[src/rtl/gpio_mask_pkg.sv]
package gpio_mask_pkg;

    typedef enum logic [1:0] {
        RG_DATA  = 2'd0,
        RG_DIR   = 2'd1,
        RG_IDENT = 2'd2,
        RG_NONE  = 2'd3
    } region_e;

    localparam logic [11:0] DIR_OFS   = 12'h400;
    localparam logic [11:0] IDENT_OFS = 12'hFE0;
    localparam int          IDENT_SLOTS = 4;

endpackage

[src/rtl/gpio_in_sync.sv]
module gpio_in_sync #(
    parameter int WIDTH  = 8,
    parameter int STAGES = 2
) (
    input  logic             clk,
    input  logic             rst_n,
    input  logic [WIDTH-1:0] d,
    output logic [WIDTH-1:0] q
);
    logic [WIDTH-1:0] chain_q [STAGES];

    for (genvar g = 0; g < STAGES; g++) begin : g_stage
        if (g == 0) begin : g_first
            always_ff @(posedge clk or negedge rst_n) begin
                if (!rst_n) chain_q[g] <= '0;
                else        chain_q[g] <= d;
            end
        end else begin : g_next
            always_ff @(posedge clk or negedge rst_n) begin
                if (!rst_n) chain_q[g] <= '0;
                else        chain_q[g] <= chain_q[g-1];
            end
        end
    end

    assign q = chain_q[STAGES-1];
endmodule

[src/rtl/gpio_addr_decode.sv]
module gpio_addr_decode
    import gpio_mask_pkg::*;
#(
    parameter int ADDR_W   = 12,
    parameter int NUM_PINS = 8
) (
    input  logic [ADDR_W-1:0]   addr,
    output region_e             region,
    output logic [NUM_PINS-1:0] pin_mask,
    output logic [1:0]          ident_sel
);
    localparam int WIN_W = NUM_PINS + 2;

    logic aligned;
    logic in_window;
    logic is_dir;
    logic is_ident;

    assign aligned   = (addr[1:0] == 2'b00);
    assign in_window = ((addr >> WIN_W) == '0);
    assign is_dir    = (addr == ADDR_W'(DIR_OFS));
    assign is_ident  = ((addr >> 4) == (ADDR_W'(IDENT_OFS) >> 4));

    always_comb begin
        if (!aligned)       region = RG_NONE;
        else if (in_window) region = RG_DATA;
        else if (is_dir)    region = RG_DIR;
        else if (is_ident)  region = RG_IDENT;
        else                region = RG_NONE;
    end

    assign pin_mask  = addr[WIN_W-1:2];
    assign ident_sel = addr[3:2];
endmodule

[src/rtl/gpio_read_mux.sv]
module gpio_read_mux
    import gpio_mask_pkg::*;
#(
    parameter int          NUM_PINS = 8,
    parameter logic [31:0] ID_VALUE = 32'h0004_1061
) (
    input  region_e             region,
    input  logic [NUM_PINS-1:0] pin_mask,
    input  logic [NUM_PINS-1:0] dir,
    input  logic [NUM_PINS-1:0] out_val,
    input  logic [NUM_PINS-1:0] pad_sync,
    input  logic [1:0]          ident_sel,
    output logic [NUM_PINS-1:0] rdata
);
    logic [NUM_PINS-1:0] live;
    logic [7:0]          ident_byte;

    assign live       = (dir & out_val) | (~dir & pad_sync);
    assign ident_byte = ID_VALUE[{ident_sel, 3'b000} +: 8];

    always_comb begin
        case (region)
            RG_DATA:  rdata = live & pin_mask;
            RG_DIR:   rdata = dir;
            RG_IDENT: rdata = NUM_PINS'(ident_byte);
            default:  rdata = '0;
        endcase
    end
endmodule

[src/rtl/gpio_mask_port.sv]
module gpio_mask_port
    import gpio_mask_pkg::*;
#(
    parameter int          NUM_PINS    = 8,
    parameter int          ADDR_W      = 12,
    parameter int          SYNC_STAGES = 2,
    parameter logic [31:0] ID_VALUE    = 32'h0004_1061
) (
    input  logic                clk,
    input  logic                rst_n,
    input  logic [ADDR_W-1:0]   bus_addr,
    input  logic [NUM_PINS-1:0] bus_wdata,
    input  logic                bus_we,
    output logic [NUM_PINS-1:0] bus_rdata,
    output logic [NUM_PINS-1:0] pad_oe,
    output logic [NUM_PINS-1:0] pad_out,
    input  logic [NUM_PINS-1:0] pad_in
);
    typedef struct packed {
        logic [NUM_PINS-1:0] dir;
        logic [NUM_PINS-1:0] out_val;
        logic [NUM_PINS-1:0] rdata;
    } port_state_t;

    port_state_t st_d, st_q;

    region_e             region;
    logic [NUM_PINS-1:0] pin_mask;
    logic [1:0]          ident_sel;
    logic [NUM_PINS-1:0] pad_sync;
    logic [NUM_PINS-1:0] rd_val;
    logic [NUM_PINS-1:0] wr_en;

    gpio_addr_decode #(
        .ADDR_W   (ADDR_W),
        .NUM_PINS (NUM_PINS)
    ) u_dec (
        .addr      (bus_addr),
        .region    (region),
        .pin_mask  (pin_mask),
        .ident_sel (ident_sel)
    );

    gpio_in_sync #(
        .WIDTH  (NUM_PINS),
        .STAGES (SYNC_STAGES)
    ) u_sync (
        .clk   (clk),
        .rst_n (rst_n),
        .d     (pad_in),
        .q     (pad_sync)
    );

    gpio_read_mux #(
        .NUM_PINS (NUM_PINS),
        .ID_VALUE (ID_VALUE)
    ) u_rmux (
        .region    (region),
        .pin_mask  (pin_mask),
        .dir       (st_q.dir),
        .out_val   (st_q.out_val),
        .pad_sync  (pad_sync),
        .ident_sel (ident_sel),
        .rdata     (rd_val)
    );

    // Only pins that are both addressed and configured as outputs accept data.
    assign wr_en = pin_mask & st_q.dir;

    always_comb begin
        st_d       = st_q;
        st_d.rdata = rd_val;
        if (bus_we) begin
            case (region)
                RG_DATA: st_d.out_val = (st_q.out_val & ~wr_en) | (bus_wdata & wr_en);
                RG_DIR:  st_d.dir     = bus_wdata;
                default: ;
            endcase
        end
    end

    always_ff @(posedge clk or negedge rst_n) begin
        if (!rst_n) st_q <= '0;
        else        st_q <= st_d;
    end

    assign bus_rdata = st_q.rdata;
    assign pad_oe    = st_q.dir;
    assign pad_out   = st_q.out_val;
endmodule

[config.mk]
export PLATFORM = sky130hd
export DESIGN_NAME = gpio_mask_port
export DESIGN_NICKNAME = d
export VERILOG_FILES = /design/src/rtl/gpio_mask_pkg.sv /design/src/rtl/gpio_in_sync.sv /design/src/rtl/gpio_addr_decode.sv /design/src/rtl/gpio_read_mux.sv /design/src/rtl/gpio_mask_port.sv
export SDC_FILE = /design/constraint.sdc
export NUM_CORES = 1
export LEC_CHECK = 0
export BUFFER_PORTS_ARGS = -buffer_cell sky130_fd_sc_hd__buf_4
export CAP_MARGIN = 5
export CORE_MARGIN = 1.5
export CORE_UTILIZATION = 30
export DETAILED_ROUTE_END_ITERATION = 10
export GPL_TIMING_DRIVEN = 0
export PLACE_DENSITY = 0.53
export SYNTH_ARGS = -nofsm -noshare
export SYNTH_HDL_FRONTEND = slang
export SYNTH_HIERARCHICAL = 1
export SYNTH_SLANG_ARGS = --single-unit
[constraint.sdc]
create_clock -name clk -period 1.7 [get_ports clk]
set_input_delay 0.17 -clock clk [delete_from_list [all_inputs] [get_ports clk]]
set_output_delay 0.17 -clock clk [all_outputs]
set_load 0.02 [all_outputs]
==> metrics.md <==
| Metric | Value |
|---|---|
| H-tree depth | 2 |
| Initial Util | 0.310 |
| Leak | 0.00119 uW |
| Setup Crit Path Kind | primary input to register |
| Final antenna-violating net count | 0 |
| PortBufs | between 50 and 60 |
| Core Region | 5470 sq um |
| Final Hold Fails | 0 |
| Vias in the first global route | 1337 |
| Final Max Tran Viols | 0 |
| First-pass GRT wire length | 6490 um |
| Crit Path Max Fanout | 8 |
| CTS Buf Count | 5 |
| Later-pin clock latency in the skew report | 0.29 ns |
| Most frequent cells in the layout | buf_4 (78), dfrtp_1 (40), nor2_1 (11) |
| Clock tree from TritonCTS | built |
| Final period utilization | 0.937 |
| Most common cell after layout, fill and taps aside | buf_4 |
| Seq/Total Area, Yosys | 0.590 |
| Syn_nets | around 170 |
| Fin util | 0.445 |
| Wire per inst | 14.0 um |
| Slew @ Worst Pin | roughly 0.6 ns |
| Worst clock skew | 0.00348 ns |
| YS warnings | 6 |
| HPWL Detailed | between 2000 and 3000 um |
| Relative slew slack | 0.603 |
| Setup-failing EPs final | 0 |
| HP Class | primary input to register |
| Worst Setup Start Kind | primary input |
| Overall Power | 2120 uW |
| Number of synthesized flops with an enable pin | 0 |
| Total of max-cap violations | 0 |
| DRC viols | 0 |
| Fin crit period | between 1.5 and 2 ns |
| Largest net degree at the start of global routing | 41 |
| Crit. End Element | register |
| Initial antenna violation count | 0 |
| Clk slew on worst S/H paths | 0.08 ns |
| Rows | 27 |
| Layout cells sized above 1 | 0.460 |
| Area growth, synth to finish | 43.6% |
| Dominant synthesized flop cell | dfrtp_1 |
| #FFs+latches synth | 40 |
| Max Freq | 628 MHz |
| Iteration count of the initial detailed-routing pass | 4 |
| Pwr per Cell Area | 869 nW/um^2 |
| Total global-route track usage | 0.140 |
| Die Area | between 6000 and 7000 sq um |
| Synth Cell Area | 1700 sq um |
| DRT iter0 DRCs | 52 |
| RSZ-0062 raised after global routing | false |
| Synthesized instance count | 136 |
| Layout Nets | 243 |
| Global route total overflow | 0 |
| Number of antenna diodes | 0 |
| Total I/O pin count | 55 |
| Worst vdd ir | roughly 300 uV |
| Area after DPL | roughly 2200 sq um |
| Die width | 78.2 um |
| Post-synth ARST share | 1.00 |
| WP data arrival | approximately 1.8 ns |
| Maximum clock insertion buffer count | 2 |
| Final WL | between 3000 and 4000 um |
| Gp weighted congestion | around 0.83 |
| Synth unique cells | 28 |
| Finished Cell Area | 2440 sq um |
| Vias | 1306 |
| Syn avg cell area | 12.5 sq um |
| Root buf cell | clkbuf_8 |
| Clock Sinks | 40 |
| Worst hold slack | between 0.1 and 0.15 ns |
| Vias per cell | 4.58 |
| Outcome | complete, no violations |
| Die height | 78.2 um |
| Worst Path Required | 1.87 ns |
## worst max-delay path, cell delays in order
cell and delay, ns:
buf_4 0.13, nor4_4 0.26, and4b_1 0.24, o21ai_2 0.13, nor3b_4 0.26, buf_4 0.16
nand3_1 0.09, mux2_1 0.33
## cells by family after synthesis
logic type / count (synthesis) / synth area share
AO/OA/AOI/OAI: 23 / 0.0929
buffers and inverters: 21 / 0.0906
flip-flops: 40 / 0.590
multiplexers: 16 / 0.106
AND/OR/NAND/NOR: 36 / 0.121
## power breakdown
part | switching (uW) | internal, uW | total, uW | leakage [uW]
registers | 75.7 | 1020 | 1100 | 0.000507
clock network | 312 | 331 | 643 | 0.0000455
logic | 175 | 202 | 376 | 0.000633
## final timing paths
kind	depth (start not counted)	slack [ns]	startpoint	endpoint
max	8	0.11	bus_addr[7]	register
min	2	0.10	bus_wdata[2]	register
max reg2reg	3	0.65	pad_oe[1]	bus_rdata[1]
min reg2reg	0	0.35	u_sync/chain_q[13]	u_sync/q[5]
max in group asynchronous	2	0.94	rst_n	bus_rdata[7]
min in group asynchronous	2	0.39	rst_n	bus_rdata[0]
## cell type report
type | count | area [sq um]
clock buffer | 8 | 90.1
buffer | 20 | 150
fill | 536 | 3040
multi-input combinational | 75 | 562
sequential | 40 | 1000
timing repair buffer | 69 | 541
inverter | 1 | 3.75
tap | 72 | 90.1
## cells in the mapped netlist (all sizes together), types with 2 or more instances
master | instances | area (sq um)
nor2 | 12 | 47.6
nand3 | 8 | 40.0
a22o | 3 | 26.3
a32o | 3 | 30.0
buf | 19 | 146
nand2 | 6 | 22.5
a21oi | 4 | 20.0
o21ai | 6 | 30.0
dfrtp | 40 | 1000
a22oi | 5 | 37.5
mux2 | 16 | 180
nor4 | 2 | 12.5
## repair_timing
item / in CTS / in global routing
setup buffers: 6 / 0
pin swaps: 1 / 1
gates resized for setup: 1 / 3
endpoints found under the setup margin: 17 / 14
endpoints found under the hold margin: 48 / 0
hold buffers: 9 / 0
## metrics by stage
stage / cells / worst slack, ns / TNS, ns
2_1_floorplan: 136 / 0.00215 / 0
3_3_place_gp: 262 / -0.715 / -11.77
3_5_place_dp: 262 / -0.650 / -10.93
4_1_cts: 285 / 0.00597 / 0
5_1_grt: 285 / 0.0332 / 0
6_report: 285 / 0.107 / 0
## per-layer routing
layer,track usage,vias to the layer above,share of wire
li1,-,619,-
met1,0.170,638,0.43
met2,0.224,42,0.49
met3,0.0442,7,0.057
met4,0.0732,0,0.020
met5,0,-,0
Power figures use the tool's default switching activity.
